===== config.mk =====
export PLATFORM = sky130hd
export DESIGN_NAME = bfp_pass_seq
export DESIGN_NICKNAME = d
export VERILOG_FILES = /design/src/rtl/bfp_seq_pkg.sv /design/src/rtl/bfp_flush_timer.sv /design/src/rtl/bfp_growth_min.sv /design/src/rtl/bfp_weight_reg.sv /design/src/rtl/bfp_pass_seq.sv
export SDC_FILE = /design/constraint.sdc
export NUM_CORES = 1
export LEC_CHECK = 0
export CORE_MARGIN = 3
export CORE_UTILIZATION = 56
export DETAILED_ROUTE_END_ITERATION = 7
export PLACE_DENSITY = 0.85
export SETUP_SLACK_MARGIN = 0.5
export SLEW_MARGIN = 20
export SYNTH_ARGS = -nofsm -noshare
export SYNTH_HDL_FRONTEND = slang
export SYNTH_HIERARCHICAL = 1
export SYNTH_SLANG_ARGS = --single-unit
export TNS_END_PERCENT = 30

===== constraint.sdc =====
create_clock -name clk -period 7.5 [get_ports clk]
set_input_delay 1.5 -clock clk [delete_from_list [all_inputs] [get_ports clk]]
set_output_delay 1.5 -clock clk [all_outputs]
set_load 0.1 [all_outputs]

===== src/rtl/bfp_seq_pkg.sv =====
package bfp_seq_pkg;

    localparam int GW_BITS   = 5;
    localparam int WIDE_BITS = GW_BITS + 1;
    localparam int MOVE_BITS = WIDE_BITS + 1;
    localparam int W_FLOOR   = -8;
    localparam int W_CEIL    = 23;

    typedef logic [1:0]                  wtag_t;
    typedef logic [GW_BITS-1:0]          gwr_t;
    typedef logic signed [WIDE_BITS-1:0] wide_t;
    typedef logic signed [MOVE_BITS-1:0] move_t;
    typedef logic signed [2:0]           offs_t;

    typedef struct packed {
        logic  vld;
        wtag_t tag;
    } growth_t;

    localparam wtag_t TAG_MAX = 2'b11;

    // Tag to binary-point offset: 00 -> -1, 01 -> 0, 10 -> +1, 11 -> +2
    function automatic offs_t tag_offset(wtag_t t);
        return $signed({1'b0, t}) - 3'sd1;
    endfunction

    // Extended form: new sign is the AND of the two top bits
    function automatic wide_t widen(gwr_t g);
        return {g[GW_BITS-1] & g[GW_BITS-2], g};
    endfunction

    function automatic wide_t clamp_step(wide_t cur, offs_t d);
        logic signed [7:0] s;
        s = {{(8-WIDE_BITS){cur[WIDE_BITS-1]}}, cur} + {{5{d[2]}}, d};
        if (s < 8'(W_FLOOR))
            return wide_t'(W_FLOOR);
        else if (s > 8'(W_CEIL))
            return wide_t'(W_CEIL);
        else
            return s[WIDE_BITS-1:0];
    endfunction

    function automatic move_t exp_move(wide_t w, wtag_t t);
        offs_t o;
        o = tag_offset(t);
        return {w[WIDE_BITS-1], w} + {{(MOVE_BITS-3){o[2]}}, o};
    endfunction

endpackage


===== src/rtl/bfp_flush_timer.sv =====
module bfp_flush_timer #(
    parameter int DRAIN = 5
) (
    input  logic clk,
    input  logic rst,
    input  logic pass_run,
    output logic commit
);
    localparam int CW = $clog2(DRAIN + 1);

    logic [CW-1:0] low_cnt;

    always_ff @(posedge clk) begin
        if (rst)
            low_cnt <= '0;
        else if (pass_run)
            low_cnt <= '0;
        else if (low_cnt != CW'(DRAIN))
            low_cnt <= low_cnt + 1'b1;
    end

    // Final flush cycle: last result of the pass is on the result port
    assign commit = !pass_run && (low_cnt == CW'(DRAIN - 1));

endmodule


===== src/rtl/bfp_growth_min.sv =====
module bfp_growth_min
    import bfp_seq_pkg::*;
(
    input  logic    clk,
    input  logic    rst,
    input  logic    clear,
    input  logic    commit,
    input  growth_t res,
    output logic    seen,
    output wtag_t   min_tag
);
    wtag_t min_q;
    logic  seen_q;

    always_comb begin
        min_tag = min_q;
        if (res.vld && (res.tag < min_q))
            min_tag = res.tag;
        seen = seen_q | res.vld;
    end

    always_ff @(posedge clk) begin
        if (rst || clear || commit) begin
            min_q  <= TAG_MAX;
            seen_q <= 1'b0;
        end else begin
            min_q  <= min_tag;
            seen_q <= seen;
        end
    end

endmodule


===== src/rtl/bfp_weight_reg.sv =====
module bfp_weight_reg
    import bfp_seq_pkg::*;
(
    input  logic  clk,
    input  logic  rst,
    input  logic  start,
    input  logic  commit,
    input  logic  seen,
    input  wtag_t min_tag,
    output wide_t w_q,
    output logic  first_q
);
    always_ff @(posedge clk) begin
        if (rst || start) begin
            w_q     <= '0;
            first_q <= 1'b1;
        end else if (commit) begin
            first_q <= 1'b0;
            if (seen)
                w_q <= clamp_step(w_q, tag_offset(min_tag));
        end
    end

endmodule


===== src/rtl/bfp_pass_seq.sv =====
module bfp_pass_seq
    import bfp_seq_pkg::*;
#(
    parameter int DRAIN = 5
) (
    input  logic       clk,
    input  logic       rst,
    input  logic       sof_n,
    input  logic       pass_run,
    input  logic       res_vld,
    input  logic [1:0] res_tag,
    input  logic [1:0] probe_tag,
    output logic [4:0] gwr,
    output logic [5:0] gwr_wide,
    output logic       tag_ignore,
    output logic [6:0] probe_move
);
    logic    commit;
    logic    seen;
    wtag_t   min_tag;
    wide_t   w_q;
    logic    first_q;
    growth_t res;

    assign res = '{vld: res_vld, tag: res_tag};

    bfp_flush_timer #(.DRAIN(DRAIN)) u_timer (
        .clk      (clk),
        .rst      (rst),
        .pass_run (pass_run),
        .commit   (commit)
    );

    bfp_growth_min u_min (
        .clk     (clk),
        .rst     (rst),
        .clear   (!sof_n),
        .commit  (commit),
        .res     (res),
        .seen    (seen),
        .min_tag (min_tag)
    );

    bfp_weight_reg u_wreg (
        .clk     (clk),
        .rst     (rst),
        .start   (!sof_n),
        .commit  (commit),
        .seen    (seen),
        .min_tag (min_tag),
        .w_q     (w_q),
        .first_q (first_q)
    );

    assign gwr        = w_q[GW_BITS-1:0];
    assign gwr_wide   = widen(gwr);
    assign tag_ignore = !sof_n || first_q;
    assign probe_move = exp_move(widen(gwr), probe_tag);

endmodule


# Word-level counts from Yosys, hierarchy flattened
# Index checks and enable logic that the tools add are counted.
[classes]
eq_ne = 2
order_cmp = 3
bitwise = 2
add_sub_neg = 5
mux = 3
reduce_logical = 9
[ops]
columns = ["operator", "n"]
rows = [
  ["adder 6 x 3 -> 7 bit", 2],
  ["2-to-1 mux 6 bit", 2],
  ["greater-than comparator 8 x 6 -> 1 bit, second input constant", 1],
  ["< comparator 8 x 4 -> 1 bit, second input constant", 1],
  ["subtractor 2 x 1 -> 3 bit, second input constant", 2],
  ["adder 3 x 1 -> 3 bit, second input constant", 1],
  ["== test 3 bit, second input constant", 1],
  ["logical OR 1 bit", 3],
  ["!= test 3 bit, second input constant", 1],
  ["logical AND 1 bit", 2],
  ["logical NOT 1 bit", 2],
  ["< comparator 2 bit", 1],
  ["2-to-1 mux 2 bit", 1],
  ["AND reduction 2 bit", 1],
  ["OR reduction 2 bit", 1],
  ["bitwise AND 1 bit", 1],
  ["OR 1 bit", 1],
]
[word_totals]
output_inout_bits = 19
ff_bits = 13
word_cells = 29

# Logic depth before layout (Yosys ltp)
# Gate-level depths: netlist of the first run.
[depth]
ltp_word = 8
ltp_mapped = 16

# Modules after synthesis
# The synthesis of the first run kept the hierarchy.
[by_module_without_submodules]
columns = ["mod", "cells_per_inst", "area_per_inst_um2", "n_inst"]
rows = [
  ["bfp_weight_reg", 84, 699.4, 1],
  ["bfp_pass_seq", 49, 375.4, 1],
  ["bfp_growth_min", 18, 185.2, 1],
  ["bfp_flush_timer", 18, 182.7, 1],
]

# Least setup slack after synthesis of the first run
# Ideal clock, no wire load.
[synth_path]
path_type = "input to output"
start = "input port probe_tag[0]"
end = "output port probe_move[4]"
setup_slack_ns = 1.713
n_path_buf = 0
path_stages = 7
arrival_ns = 4.287
path_cell_list = "inv_1 > ha_1 > inv_1 > fa_1 > o31ai_1 > a22oi_1 > xnor2_1"
[synth_between]
elab_chain_len = 2
[synth_rtl]
columns = ["item", "line", "source"]
rows = [
  ["start, declared", "bfp_pass_seq.sv:12", "input logic [1:0] probe_tag,"],
  ["subtractor 2 x 1 -> 3 bit", "bfp_seq_pkg.sv:24", "return $signed({1'b0, t}) - 3'sd1;"],
  ["adder 6 x 3 -> 7 bit", "bfp_seq_pkg.sv:46", "return {w[WIDE_BITS-1], w} + {{(MOVE_BITS-3){o[2]}}, o};"],
  ["end, declared", "bfp_pass_seq.sv:16", "output logic [6:0] probe_move"],
]
# No other way between the ends.

# Worst setup path after layout of the first run
# Ends and elaborated chain as after synthesis.

==> results.md, run 1 <==
* Status: complete, no violations
* TritonRoute pass-1 iters at 4
* Hold Fails Final Rpt at 0
* Crit path max fanout at 5
* Hold path depth at 2
* WL/cell at 14.6 um
* WP buf/inv at 4
* Hold Path End: u_wreg/first_q
* Fin nets at 216
* Reg2reg setup slack at 3.96 ns
* Max clock buf depth at 2
* Root buffer cell: clkbuf_4
* Area of the multi-input gates at 1040 um2
* Number of synthesized flops with an enable pin at 0
* Pwr/cell area at 104 nW/um2
* R2r startpoint: u_min/min_q[1]
* Slew @ Worst Pin at 0.975 ns
* CP required at 6.00 ns
* Vias after detailed routing at 1318
* Share of Yosys cell area claimed by the top area cell type at 0.180
* Worst Reg-to-Reg Cells at 15
* Antenna Violating Nets Remaining at 0
* # IOs at 28
* Post-CTS setup buffer count at 0
* Drc violations at 0
* Syn-to-layout area delta at 17.0%
* Core Footprint at 2320 um2
* Max Clock Freq at 0.158 GHz
* P_leak at 0.756 nW
* Crit-path slowest cell: clkdlybuf4s50_1
* Final hold slack at 0.492 ns
* Slowest stage delay, CP at 1.16 ns
* TritonCTS clock tree: yes
* Placed Instances at 214
* Main synth FF type: dfxtp_1
* Synthesized area per cell at 8.54 um2
* Grt total ovfl at 0
* Sequential area share after synthesis at 0.180
* Cell family with most CP delay: buffers and inverters
* Slack of the critical path at 1.17 ns
* Num CTS Buffers at 3
* Final setup violation count at 0
* Pin count of the biggest net entering global routing at 23
* Die width at 56.8 um
* Synth Instances at 169
* Final TNS setup at 0 ns
* Hold path startpoint: u_wreg/first_q
* Routability cong. at 0.800
* Post-Layout Cell Count at 218
* RSZ-0062 raised after global routing: no
* Worst setup SP type: primary input
* Ys async rst share at 0
* Detailed-placement wirelength estimate at 2510 um
* Initial Utilization at 0.622
* Cts hold-fix bufs at 0
* H-tree level count at 1
* Max-slew violations at 0
* Final worst path period need at 6.33 ns
* Syn nets at 194
* Peak VDD IR at 112 uV
* #FFs+latches synth at 13
* Critical R2R Capture: u_wreg/w_q[2]
* Crit Path Category: in -> out
* Port bufs at 27
* Clk_lat worst skew at 0.28 ns
* Sequential cell area at 260 um2
* Site row count at 17
* Yosys cell types at 57
* First-pass GRT wire length at 5550 um
* Ys Warns at 6
* CTS Sinks at 13
* Top cells by area, synth: dfxtp_1, ha_1, buf_4, inv_1, xnor2_1
* Die footprint at 3220 um2
* Layout cell share with drive strength beyond 1 at 0.121
* Number of DRC markers in iteration 0 at 53
* Worst Hold Class: reg -> reg
* CTS-repair resized insts at 0
* Crit path DAT at 4.83 ns
* Diodes inserted at 0
* DR vias/cell at 6.05
* Pre-CTS setup slack at 1.22 ns
* Slew HR at 0.348
* Tot GR Track Use at 0.210
* Vias in the first global route at 1316
* Crit path cell chain: clkdlybuf4s50_1 -> inv_1 -> ha_1 -> inv_1 -> fa_1 -> a211oi_2 -> a21oi_1 -> a22oi_1 -> xnor2_1 -> clkdlybuf4s50_1
* Die Ht at 56.8 um
* Yosys top cell by area: dfxtp_1
* CTS clk-pin slew, worst paths at 0.08 ns
* # fillers at 187
* Fin crit share at 0.844
* Max-cap violations at 0
* WL final at 3180 um
* Synthesized area at 1440 um2
* Critical Path End Type: output pin
* Clock Skews at 0.00131 ns
* Total Power at 0.000175 W
* Initial antenna violation count at 0
==> placed cells by master, fill, tap and decap left out, drive strengths merged, types with 3 or more instances in the layout <==
cell type,count
a211oi,5
a21o,4
a21oi,7
a31oi,3
and2,4
clkbuf,4
clkdlybuf4s50,27
dfxtp,13
ha,14
inv,14
nand2,8
nand2b,6
nand3,6
nor2,9
nor2b,7
o211ai,4
o21ai,9
o22ai,3
xnor2,6
xor2,3
==> state kept, by name, summed over array words and instances (netlist names) <==
| signal | count |
|---|---|
| u_min/min_q | 2 |
| u_wreg/first_q | 1 |
| u_min/seen_q | 1 |
| u_timer/low_cnt | 3 |
| u_wreg/w_q | 6 |
==> per-layer routing <==
metal  GRT usage  part of all wire  routed length, um
met5           0                 0                  0
met4       0.106             0.031                 99
met3      0.0368             0.047                148
met1       0.232              0.40               1280
met2       0.378              0.52               1650
==> Yosys cell counts, types with 2 or more instances <==
library cell,n
and3b_1,2
nor2b_1,6
o22ai_2,2
o21ai_1,2
a31oi_1,3
o211ai_1,4
a21oi_1,6
a211oi_1,3
xor2_1,3
a32oi_1,2
and2_2,3
mux2i_1,2
buf_4,7
dfxtp_1,13
nand2b_4,2
inv_1,14
o21ai_0,7
buf_6,3
ha_1,14
nor2_1,9
fa_1,2
xnor2_1,6
nand2_1,8
a211oi_2,2
nand2b_1,3
a211o_1,2
a21o_1,3
nand3_1,6
o31ai_1,2
==> cell families after synthesis <==
group | Yosys count | synth area share
flops | 13 | 0.180
xor+xnor | 9 | 0.0546
buf+inv | 24 | 0.0963
mux | 2 | 0.0139
compound gates | 53 | 0.282
simple gates | 52 | 0.224
fa+ha+maj | 16 | 0.149
==> final cells by class <==
| class | count | area share |
|---|---|---|
| Multi-Input combinational cell | 132 | 0.618 |
| Timing Repair Buffer | 27 | 0.160 |
| Sequential cell | 13 | 0.154 |
| Inverter | 14 | 0.0311 |
| Tap cell | 28 | 0.0208 |
| Clock buffer | 4 | 0.0156 |
==> through the flow <==
| stage | area (um2) | utilization |
|---|---|---|
| 3_5_place_dp | 1660 | 0.717 |
| 6_report | 1690 | 0.728 |
| 2_1_floorplan | 1440 | - |
| 5_1_grt | 1690 | 0.728 |
| 4_1_cts | 1690 | 0.728 |
| 3_3_place_gp | 1660 | 0.717 |
==> worst max path at each step <==
stage	slack [ns]	end	from	cells after the start
2_1_floorplan	1.71	probe_move[4]	probe_tag[0]	7
3_3_place_gp	1.37	probe_move[4]	probe_tag[0]	10
3_5_place_dp	1.22	probe_move[4]	probe_tag[0]	10
4_1_cts	1.21	probe_move[4]	probe_tag[0]	10
5_1_grt	1.05	probe_move[4]	probe_tag[0]	10
6_report	1.17	probe_move[4]	probe_tag[0]	10
==> power breakdown <==
| part | internal, W | switching (W) | total [W] | leakage [nW] |
|---|---|---|---|---|
| sequential | 0.0000702 | 0.00000111 | 0.0000713 | 0.105 |
| clock | 0.0000207 | 0.0000231 | 0.0000438 | 0.0150 |
| combinational | 0.0000219 | 0.0000383 | 0.0000603 | 0.635 |
| total | 0.000113 | 0.0000626 | 0.000175 | 0.756 |
==> worst register-to-register path: cells and delay by family, from the launching register on <==
kind,cells,cell delay (ns)
compound gates,7,1.41
simple gates,2,0.44
buf+inv,3,0.19
flops,1,0.36
fa+ha+maj,3,1.04
(Power assumes the default switching activity.)
==> run 2, diff against run 1 <==
- CORE_ASPECT_RATIO: not set -> 2
- CORE_UTILIZATION: 56 -> 47
- PLACE_DENSITY: 0.85 -> 0.76
- clock period: 7.5 -> 5.4 ns (I/O delays scaled with it)
==> run 2 against run 1 <==
Effect of this change:
- sequential power up 39%
- first-iteration DRC count fell by 38%
- global-route usage down 2.5 points
- die area rose by 18%
- combinational power is 38% higher
- utilization fell by 13 points
- clock skew is essentially flat
- final cell count is 0.46% higher
- wire length fell by 0.94%
- worst hold slack improved by 0.00068 ns
- register-to-register slack got worse by 2.1 ns
- critical path type unchanged
- critical endpoint unchanged
==> results.md, run 2 (same netlist as run 1, synthesis figures left out) <==
* Core Footprint at 2840 um2
* Max Clock Freq at 0.219 GHz
* Number of DRC markers in iteration 0 at 33
* P_leak at 0.779 nW
* Vias after detailed routing at 1304
* # IOs at 28
* Syn-to-layout area delta at 17.9%
* Fin crit share at 0.846
* Die width at 45.2 um
* Clock Skews at 0.00122 ns
* Crit path max fanout at 5
* Diodes inserted at 0
* Slack of the critical path at 0.830 ns
* Grt total ovfl at 0
* RSZ-0062 raised after global routing: no
* WL final at 3150 um
* Slew @ Worst Pin at 0.966 ns
* # fillers at 261
* Most frequent cells in the layout: clkdlybuf4s50_1, inv_1, ha_1
* Drc violations at 0
* Crit Path Category: in -> out
* Initial antenna violation count at 0
* Antenna Violating Nets Remaining at 0
* Routability cong. at 0.791
* Tot GR Track Use at 0.184
* Detailed-placement wirelength estimate at 2570 um
* Area of the multi-input gates at 1050 um2
* Max reg flops at 6
* Regs by FF count: u_wreg/w_q x6, u_timer/low_cnt x3, u_min/min_q x2
* CP required at 4.32 ns
* Initial Utilization at 0.508
* Die footprint at 3810 um2
* CTS Sinks at 13
* CTS-repair resized insts at 0
* Die Ht at 84.4 um
* Worst Hold Class: reg -> reg
* Hold Fails Final Rpt at 0
* Post-CTS setup buffer count at 0
* Vias in the first global route at 1323
* Worst setup SP type: primary input
* Gate power share at 0.310
* Top reg by flops: u_wreg/w_q
* CTS clk-pin slew, worst paths at 0.05 ns
* Cts hold-fix bufs at 0
* WL/cell at 14.4 um
* Final TNS setup at 0 ns
* TritonRoute pass-1 iters at 4
* Peak VDD IR at 146 uV
* Pwr/cell area at 157 nW/um2
* Sequential cell area at 260 um2
* Total Power at 0.000268 W
* Clk_lat worst skew at 0.24 ns
* Most common cell after layout, fill and taps aside: clkdlybuf4s50_1
* Final setup violation count at 0
* Status: complete, no violations
* Pre-CTS setup slack at 0.780 ns
* Max clock buf depth at 2
* Port bufs at 27
* Internal power at 0.000179 W
* H-tree level count at 1
* Critical Path End Type: output pin
* Max-slew violations at 0
* DR vias/cell at 5.95
* Seq pwr share at 0.371
* Slew HR at 0.354
* Final worst path period need at 4.57 ns
* Net switching power at 0.0000881 W
* Max-cap violations at 0
* Fin nets at 216
* Switch share at 0.329
* Pin count of the biggest net entering global routing at 23
* Clock share of power at 0.319
* TritonCTS clock tree: yes
* First-pass GRT wire length at 5550 um
* Root buffer cell: clkbuf_8
* Num CTS Buffers at 3
* Crit path DAT at 3.49 ns
* Layout cell share with drive strength beyond 1 at 0.158
* Site row count at 27
-- run 2: metal layers --
metal,track usage,up-vias,share of wire
met5,0,-,0
met4,0.0560,0,0.014
met3,0.0129,4,0.032
met2,0.359,32,0.58
met1,0.191,620,0.37
li1,-,648,-
-- run 2: worst paths after layout --
kind	from	to	slack (ns)	depth (start not counted)
hold reg to reg	u_wreg/first_q	u_wreg/first_q	0.49	2
hold / removal	u_wreg/first_q	u_wreg/first_q	0.49	2
setup reg to reg	u_min/min_q[1]	u_wreg/w_q[2]	1.91	15
setup / recovery	probe_tag[0]	probe_move[4]	0.83	10
-- run 2: critical path: stages --
cell and delay, ns:
clkdlybuf4s50_1 0.45, inv_1 0.06, ha_1 0.28, inv_1 0.06, fa_1 0.50, a211oi_2 0.27, a21oi_1 0.06, a22oi_1 0.29
xnor2_2 0.14, buf_4 0.30
-- run 2: per-stage QoR --
step                cells  hold WS [ns]  utilization  instance area (um2)
floorplan             169         0.437            -                 1450
global placement      215         0.455        0.583                 1660
detailed placement    215         0.472        0.583                 1660
CTS                   219         0.491        0.599                 1700
global route          219         0.531        0.599                 1700
finish                219         0.492        0.599                 1700
-- run 2: area by class of cell --
cell class | instances | share of cell area
clock buffer | 4 | 0.0265
inverter | 14 | 0.0309
multi-input combinational | 132 | 0.618
sequential | 13 | 0.153
tap | 29 | 0.0213
timing repair buffer | 27 | 0.150
-- run 2: power groups by stage --
stage           clock, W  sequential (W)  combinational [W]
6_report       0.0000853       0.0000993          0.0000830
5_1_grt        0.0000934       0.0000995          0.0000903
4_1_cts        0.0000881       0.0000993          0.0000834
3_5_place_dp           0        0.000101          0.0000824
3_3_place_gp           0        0.000101          0.0000798
2_1_floorplan          0        0.000101          0.0000652
